**config.mk**
```make
export PLATFORM = sky130hd
export DESIGN_NAME = rbk_stream_ctrl
export DESIGN_NICKNAME = d
export VERILOG_FILES = /design/src/rtl/rbk_pkg.sv /design/src/rtl/rbk_trig_edge.sv /design/src/rtl/rbk_seq.sv /design/src/rtl/rbk_bit_sel.sv /design/src/rtl/rbk_crc.sv /design/src/rtl/rbk_stream_ctrl.sv
export SDC_FILE = /design/constraint.sdc
export NUM_CORES = 1
export LEC_CHECK = 0
export CORE_MARGIN = 3
export CORE_UTILIZATION = 52
export CTS_BUF_LIST = sky130_fd_sc_hd__clkbuf_4
export CTS_CLUSTER_SIZE = 14
export DETAILED_ROUTE_END_ITERATION = 8
export MAX_ROUTING_LAYER = met4
export PLACE_DENSITY = 0.83
export SLEW_MARGIN = 20
export SYNTH_ARGS = -nofsm -noshare
export SYNTH_HDL_FRONTEND = slang
export SYNTH_HIERARCHICAL = 1
export SYNTH_SLANG_ARGS = --single-unit
export TNS_END_PERCENT = 10
```
**constraint.sdc**
```tcl
create_clock -name clk -period 4 [get_ports clk]
set_input_delay 0.8 -clock clk [delete_from_list [all_inputs] [get_ports clk]]
set_output_delay 0.8 -clock clk [all_outputs]
set_load 0.005 [all_outputs]
```
**src/rtl/rbk_pkg.sv**
```systemverilog
package rbk_pkg;

  localparam int DUMMY_N   = 5;
  localparam int CHECK_N   = 4;
  localparam int LEAD_HIGH = 2;
  localparam int TAIL_HIGH = 7;
  localparam int CRC_W     = 11;

  typedef enum logic [3:0] {
    PH_IDLE,
    PH_DUMMY,
    PH_START,
    PH_DATA,
    PH_CHECK,
    PH_FSTART,
    PH_CRC,
    PH_DONE,
    PH_REINIT
  } phase_t;

  // one serial step of the signature register
  function automatic logic [CRC_W-1:0] crc_step(
    input logic [CRC_W-1:0] cur,
    input logic             din,
    input logic [CRC_W-1:0] poly
  );
    logic fb;
    fb = cur[CRC_W-1] ^ din;
    return {cur[CRC_W-2:0], 1'b0} ^ (fb ? poly : '0);
  endfunction

  function automatic int width_for(input int n);
    return (n <= 2) ? 1 : $clog2(n);
  endfunction

  function automatic int max4(input int a, input int b, input int c, input int d);
    int m;
    m = a;
    if (b > m) m = b;
    if (c > m) m = c;
    if (d > m) m = d;
    return m;
  endfunction

  function automatic int stream_len(input int nf, input int fb);
    return DUMMY_N + nf * (1 + fb + CHECK_N) + 1 + CRC_W;
  endfunction

endpackage

```
**src/rtl/rbk_trig_edge.sv**
```systemverilog
module rbk_trig_edge (
  input  logic clk,
  input  logic rst_n,
  input  logic trig,
  output logic rise,
  output logic fall
);
  logic trig_q;

  always_ff @(posedge clk or negedge rst_n) begin
    if (!rst_n) trig_q <= 1'b0;
    else        trig_q <= trig;
  end

  assign rise = trig & ~trig_q;
  assign fall = ~trig & trig_q;
endmodule

```
**src/rtl/rbk_seq.sv**
```systemverilog
module rbk_seq
  import rbk_pkg::*;
#(
  parameter int NUM_FRAMES = 3,
  parameter int FRAME_BITS = 16,
  parameter int CNT_W      = 4,
  parameter int FRM_W      = 2
) (
  input  logic             clk,
  input  logic             rst_n,
  input  logic             rise,
  input  logic             fall,
  input  logic             abort_en,
  output phase_t           phase,
  output logic [CNT_W-1:0] cnt,
  output logic [FRM_W-1:0] frm,
  output logic             start_evt,
  output logic             abort_evt,
  output logic             busy
);
  localparam logic [CNT_W-1:0] DUMMY_LAST = CNT_W'(DUMMY_N - 1);
  localparam logic [CNT_W-1:0] DATA_LAST  = CNT_W'(FRAME_BITS - 1);
  localparam logic [CNT_W-1:0] CHECK_LAST = CNT_W'(CHECK_N - 1);
  localparam logic [CNT_W-1:0] CRC_LAST   = CNT_W'(CRC_W - 1);
  localparam logic [CNT_W-1:0] INIT_LAST  = CNT_W'(NUM_FRAMES - 1);
  localparam logic [FRM_W-1:0] FRM_LAST   = FRM_W'(NUM_FRAMES - 1);

  assign busy      = (phase != PH_IDLE) && (phase != PH_REINIT);
  assign start_evt = rise && (phase == PH_IDLE);
  assign abort_evt = abort_en && fall && busy;

  always_ff @(posedge clk or negedge rst_n) begin
    if (!rst_n) begin
      phase <= PH_IDLE;
      cnt   <= '0;
      frm   <= '0;
    end else if (abort_evt) begin
      phase <= PH_REINIT;
      cnt   <= '0;
      frm   <= '0;
    end else begin
      unique case (phase)
        PH_IDLE: begin
          if (start_evt) begin
            phase <= PH_DUMMY;
            cnt   <= '0;
            frm   <= '0;
          end
        end
        PH_DUMMY: begin
          if (cnt == DUMMY_LAST) begin
            phase <= PH_START;
            cnt   <= '0;
          end else cnt <= cnt + 1'b1;
        end
        PH_START: begin
          phase <= PH_DATA;
          cnt   <= '0;
        end
        PH_DATA: begin
          if (cnt == DATA_LAST) begin
            phase <= PH_CHECK;
            cnt   <= '0;
          end else cnt <= cnt + 1'b1;
        end
        PH_CHECK: begin
          if (cnt == CHECK_LAST) begin
            cnt <= '0;
            if (frm == FRM_LAST) phase <= PH_FSTART;
            else begin
              phase <= PH_START;
              frm   <= frm + 1'b1;
            end
          end else cnt <= cnt + 1'b1;
        end
        PH_FSTART: begin
          phase <= PH_CRC;
          cnt   <= '0;
        end
        PH_CRC: begin
          if (cnt == CRC_LAST) begin
            phase <= PH_DONE;
            cnt   <= '0;
          end else cnt <= cnt + 1'b1;
        end
        PH_DONE: begin
          phase <= PH_IDLE;
        end
        PH_REINIT: begin
          if (cnt == INIT_LAST) begin
            phase <= PH_IDLE;
            cnt   <= '0;
          end else cnt <= cnt + 1'b1;
        end
        default: phase <= PH_IDLE;
      endcase
    end
  end
endmodule

```
**src/rtl/rbk_bit_sel.sv**
```systemverilog
module rbk_bit_sel
  import rbk_pkg::*;
#(
  parameter int NUM_FRAMES = 3,
  parameter int FRAME_BITS = 16,
  parameter int CAP_POS    = 4,
  parameter int CAP_PER    = 3,
  parameter int CNT_W      = 4,
  parameter int FRM_W      = 2
) (
  input  phase_t                          phase,
  input  logic [CNT_W-1:0]                cnt,
  input  logic [FRM_W-1:0]                frm,
  input  logic                            mem_bit,
  input  logic                            cap_on,
  input  logic [NUM_FRAMES*CAP_PER-1:0]   cap_bits,
  input  logic [CRC_W-1:0]                crc,
  output logic                            tx_bit,
  output logic                            tx_emit,
  output logic                            crc_take
);
  localparam int CAP_TOT = NUM_FRAMES * CAP_PER;

  logic [CRC_W-1:0] crc_sh;
  logic             data_bit;

  assign crc_sh = crc << cnt;

  always_comb begin
    int fi;
    int bi;
    int ci;
    fi = int'(frm);
    bi = int'(cnt);
    ci = fi * CAP_PER + (bi - CAP_POS);
    data_bit = mem_bit;
    if (fi == 0 && bi < LEAD_HIGH) begin
      data_bit = 1'b1;
    end else if (fi == NUM_FRAMES - 1 && bi >= FRAME_BITS - TAIL_HIGH) begin
      data_bit = 1'b1;
    end else if (cap_on && bi >= CAP_POS && bi < CAP_POS + CAP_PER) begin
      for (int k = 0; k < CAP_TOT; k++) begin
        if (k == ci) data_bit = ~cap_bits[k];
      end
    end
  end

  always_comb begin
    tx_bit   = 1'b1;
    tx_emit  = 1'b1;
    crc_take = 1'b0;
    unique case (phase)
      PH_DUMMY:  tx_bit = 1'b1;
      PH_START:  begin tx_bit = 1'b0;     crc_take = 1'b1; end
      PH_DATA:   begin tx_bit = data_bit; crc_take = 1'b1; end
      PH_CHECK:  begin tx_bit = 1'b1;     crc_take = 1'b1; end
      PH_FSTART: begin tx_bit = 1'b0;     crc_take = 1'b1; end
      PH_CRC:    tx_bit = crc_sh[CRC_W-1];
      default:   tx_emit = 1'b0;
    endcase
  end
endmodule

```
**src/rtl/rbk_crc.sv**
```systemverilog
module rbk_crc
  import rbk_pkg::*;
#(
  parameter logic [CRC_W-1:0] CRC_POLY = 11'h307
) (
  input  logic             clk,
  input  logic             rst_n,
  input  logic             clear,
  input  logic             take,
  input  logic             din,
  output logic [CRC_W-1:0] crc
);
  always_ff @(posedge clk or negedge rst_n) begin
    if (!rst_n)     crc <= '0;
    else if (clear) crc <= '0;
    else if (take)  crc <= crc_step(crc, din, CRC_POLY);
  end
endmodule

```
**src/rtl/rbk_stream_ctrl.sv**
```systemverilog
module rbk_stream_ctrl
  import rbk_pkg::*;
#(
  parameter int                NUM_FRAMES = 3,
  parameter int                FRAME_BITS = 16,
  parameter int                CAP_POS    = 4,
  parameter int                CAP_PER    = 3,
  parameter logic [CRC_W-1:0]  CRC_POLY   = 11'h307,
  localparam int               CAP_TOT    = NUM_FRAMES * CAP_PER,
  localparam int               FRM_W      = width_for(NUM_FRAMES),
  localparam int               CNT_W      = width_for(max4(FRAME_BITS, CRC_W, DUMMY_N, NUM_FRAMES))
) (
  input  logic               clk,
  input  logic               rst_n,
  input  logic               trig,
  input  logic               cap_en,
  input  logic               abort_en,
  input  logic [CAP_TOT-1:0] live_in,
  input  logic               mem_bit,
  output logic [FRM_W-1:0]   frame_sel,
  output logic [CNT_W-1:0]   bit_sel,
  output logic               dout,
  output logic               busy
);
  phase_t             phase;
  logic [CNT_W-1:0]   cnt;
  logic [FRM_W-1:0]   frm;
  logic               trig_rise;
  logic               trig_fall;
  logic               start_evt;
  logic               abort_evt;
  logic               end_evt;
  logic               check_evt;
  logic               reinit_act;
  logic               tx_bit;
  logic               tx_emit;
  logic               crc_take;
  logic [CRC_W-1:0]   crc;
  logic               cap_on_q;
  logic [CAP_TOT-1:0] cap_q;
  logic               dout_q;

  rbk_trig_edge u_edge (
    .clk   (clk),
    .rst_n (rst_n),
    .trig  (trig),
    .rise  (trig_rise),
    .fall  (trig_fall)
  );

  rbk_seq #(
    .NUM_FRAMES (NUM_FRAMES),
    .FRAME_BITS (FRAME_BITS),
    .CNT_W      (CNT_W),
    .FRM_W      (FRM_W)
  ) u_seq (
    .clk       (clk),
    .rst_n     (rst_n),
    .rise      (trig_rise),
    .fall      (trig_fall),
    .abort_en  (abort_en),
    .phase     (phase),
    .cnt       (cnt),
    .frm       (frm),
    .start_evt (start_evt),
    .abort_evt (abort_evt),
    .busy      (busy)
  );

  rbk_bit_sel #(
    .NUM_FRAMES (NUM_FRAMES),
    .FRAME_BITS (FRAME_BITS),
    .CAP_POS    (CAP_POS),
    .CAP_PER    (CAP_PER),
    .CNT_W      (CNT_W),
    .FRM_W      (FRM_W)
  ) u_bits (
    .phase    (phase),
    .cnt      (cnt),
    .frm      (frm),
    .mem_bit  (mem_bit),
    .cap_on   (cap_on_q),
    .cap_bits (cap_q),
    .crc      (crc),
    .tx_bit   (tx_bit),
    .tx_emit  (tx_emit),
    .crc_take (crc_take)
  );

  rbk_crc #(.CRC_POLY(CRC_POLY)) u_crc (
    .clk   (clk),
    .rst_n (rst_n),
    .clear (start_evt),
    .take  (crc_take && !abort_evt),
    .din   (tx_bit),
    .crc   (crc)
  );

  assign end_evt    = (phase == PH_DONE);
  assign check_evt  = (phase == PH_CHECK);
  assign reinit_act = (phase == PH_REINIT);

  always_ff @(posedge clk or negedge rst_n) begin
    if (!rst_n) begin
      cap_on_q <= 1'b0;
      cap_q    <= '0;
    end else if (start_evt) begin
      cap_on_q <= cap_en;
      if (cap_en) cap_q <= live_in;
    end
  end

  always_ff @(posedge clk or negedge rst_n) begin
    if (!rst_n)                    dout_q <= 1'b1;
    else if (abort_evt)            dout_q <= 1'b1;
    else if (tx_emit)              dout_q <= tx_bit;
    else                           dout_q <= 1'b1;
  end

  assign dout      = dout_q;
  assign frame_sel = frm;
  assign bit_sel   = cnt;
endmodule

```
==> results_dict.tcl <==
set metrics [dict create \
    status "complete, no violations" \
    gp_congestion 0.824 \
    worst-slew-pin-transition_ns 0.642 \
    hold_slack_ns 0.519 \
    cap_viol_max_count 0 \
    clkLatencyLatePin_ns 0.34 \
    io_buffer_count 22 \
    drive_gt1_share_pct 17.0 \
    syn-num-nets 288 \
    synth_seq_cells 33 \
    start_kind "register" \
    required_ns 4.23 \
    final_util_pct 63.4 \
    dieHeight_um 75.4 \
    r2r_slack_ns 0.39 \
    dieArea_um2 5680 \
    hold_viol 0 \
    yosysWarningCount 6 \
    clk_root_buffer_cell "clkbuf_4" \
    clock.fmax_ghz 0.277 \
    dr.pass1.iters 4 \
    num_io_pins 23 \
    drc_errors 0 \
    syn_avg_cell_area_um2 9.78 \
    die_w_um 75.4 \
    wl_um 5150 \
    numCtsBuffers 5 \
    grt_usage_pct 20.9 \
    ant_nets 0 \
    wl_per_cell_um 15.4 \
    cp_max_fo 7 \
    rsz0062_at_grt "no" \
    ys_seq_area_share_pct 33.0 \
    synth_edf_count 0 \
    h-tree-depth 2 \
    grt_start_max_net_pins 34 \
    place_hpwl_um 3700 \
    viasPerCell 6.02 \
    path_class "register to register" \
    antenna_found_initial 0 \
    period_needed_ns 3.61 \
    cts.sinks 33 \
    cp-end-kind "register" \
    ys.flop_type "dfrtp_1" \
    hp-class "register to register" \
    clk_path_buf_depth 2 \
    relSlewSlack_pct 57.2 \
    p_leak_uw 0.00120 \
    synth_area_um2 2500 \
    rows 24 \
    synth_cell_types 67 \
    fin_crit_sh_pct 90.2 \
    first_global_vias 1916 \
    finalMaxSlewViolations 0 \
    grt-ovfl-total 0 \
    cts_resized 0 \
    synthCells 256 \
    critPathArrivalTime_ns 3.83 \
    tns_ns 0 \
    worst_clock_skew_ns 0.0103 \
    nNetsFinal 314 \
    n_antenna_cell 0 \
    initial_core_util_pct 55.6 \
    ctsHoldBuffers 0 \
    synthArstFlopShare_pct 100 \
    cts_tree "yes" \
    setup_viol 0 \
    powerDensity_nw_per_um2 616 \
    ir_worst_vdd_mv 0.365 \
    cts_setup_buffers 0 \
    syn2layout_area_growth_pct 14.1 \
    clkSlewWorstSetupHoldPaths_ns 0.11 \
    grt_pass1_wl_um 8860 \
    drtIter0Drc 136 \
    core-area_um2 4500 \
    num_vias 2016 \
]
==> worst max-delay path, cell delays in order (launching register included) <==
cell,delay (ns)
dfrtp_1,0.46
inv_1,0.11
ha_1,0.31
inv_1,0.06
fa_1,0.45
xnor2_1,0.50
a21oi_1,0.09
o21bai_1,0.19
nor2_1,0.07
a211o_1,0.30
o211ai_2,0.24
xnor2_1,0.20
or4_1,0.45
o311ai_0,0.10
==> power by group <==
part / internal [uW] / switching, uW / total [uW]
clock: 129 / 118 / 247
combinational: 452 / 459 / 910
sequential: 461 / 141 / 602
==> layer usage <==
metal	GRT usage [%]	wire, um	vias to the layer above
li1	-	-	985
met2	31.7	2410	56
met4	5.24	81	0
met1	29.0	2440	963
met5	-	0	-
met3	3.83	221	12
==> synthesized netlist by cell type, drive strengths merged (4+ instances only) <==
library cell  instances  share of area [%]
a21oi                 8                2.0
a22o                  5                1.7
buf                   6                1.7
dfrtp                32                 32
ha                   16                8.0
inv                  15                2.2
mux2                 13                5.8
mux2i                10                4.0
nand2                17                2.8
nand2b               10                2.5
nand3                 6                1.4
nand3b                6                1.8
nor2                 19                3.1
nor2b                10                2.5
nor3                  4               0.80
o21ai                12                2.5
or4                   4                1.2
==> area by class of cell <==
class | count | area [um2]
Clock buffer | 5 | 37.5
Fill cell | 367 | 1650
Multi-Input combinational cell | 199 | 1570
Tap cell | 52 | 65.1
Timing Repair Buffer | 28 | 265
Clock inverter | 3 | 41.3
Inverter | 15 | 56.3
Sequential cell | 33 | 827
==> final timing paths <==
kind                       cells after the start           end    startpoint
min                                            1      cap_q[7]      cap_q[7]
min reg2reg                                    1      cap_q[7]      cap_q[7]
max reg2reg                                   13  u_crc/crc[2]  u_seq/frm[0]
max                                           13  u_crc/crc[2]  u_seq/frm[0]
max in group asynchronous                      2          dout         rst_n
min in group asynchronous                      2  u_crc/crc[7]         rst_n
==> cell usage in the layout, fill, tap and decap left out, types with 6 or more instances in the layout <==
cell             Yosys  final
nand3b_1             6      6
mux2_2              13     13
clkdlybuf4s50_1      0     22
dfrtp_1             32     32
ha_1                16     16
buf_4                0      6
nor2_1              18     18
nand2b_1            10     10
nor2b_1             10     10
mux2i_1             10     10
inv_1               15     15
o21ai_0             10     10
nand2_1             16     16
==> sequential cells by signal, indices dropped and copies added, names as in the netlist <==
name,count
cap_q,9
u_crc/crc,11
u_seq/frm,2
u_seq/phase,4
u_edge/trig_q,1
dout,1
cap_on_q,1
u_seq/cnt,4
==> metrics by stage <==
stage,setup WS (ns),std cells,cell area (um2),power (uW)
5_1_grt,0.136,335,2860,1910
3_5_place_dp,0.443,327,2780,1510
4_1_cts,0.443,335,2860,1770
2_1_floorplan,0.770,256,2500,1290
6_report,0.392,335,2860,1760
3_3_place_gp,0.595,327,2780,1480
==> cell families (layout without fill, tap and decap cells) <==
| logic type | after synthesis | after routing | synth area share [%] |
|---|---|---|---|
| buf+inv | 24 | 51 | 4.45 |
| simple gates | 96 | 96 | 23.0 |
| flops | 33 | 33 | 33.0 |
| fa+ha+maj | 17 | 17 | 8.80 |
| mux | 25 | 25 | 11.6 |
| compound gates | 55 | 55 | 17.0 |
| xor+xnor | 6 | 6 | 2.10 |
Power figures use the tool's default switching activity.
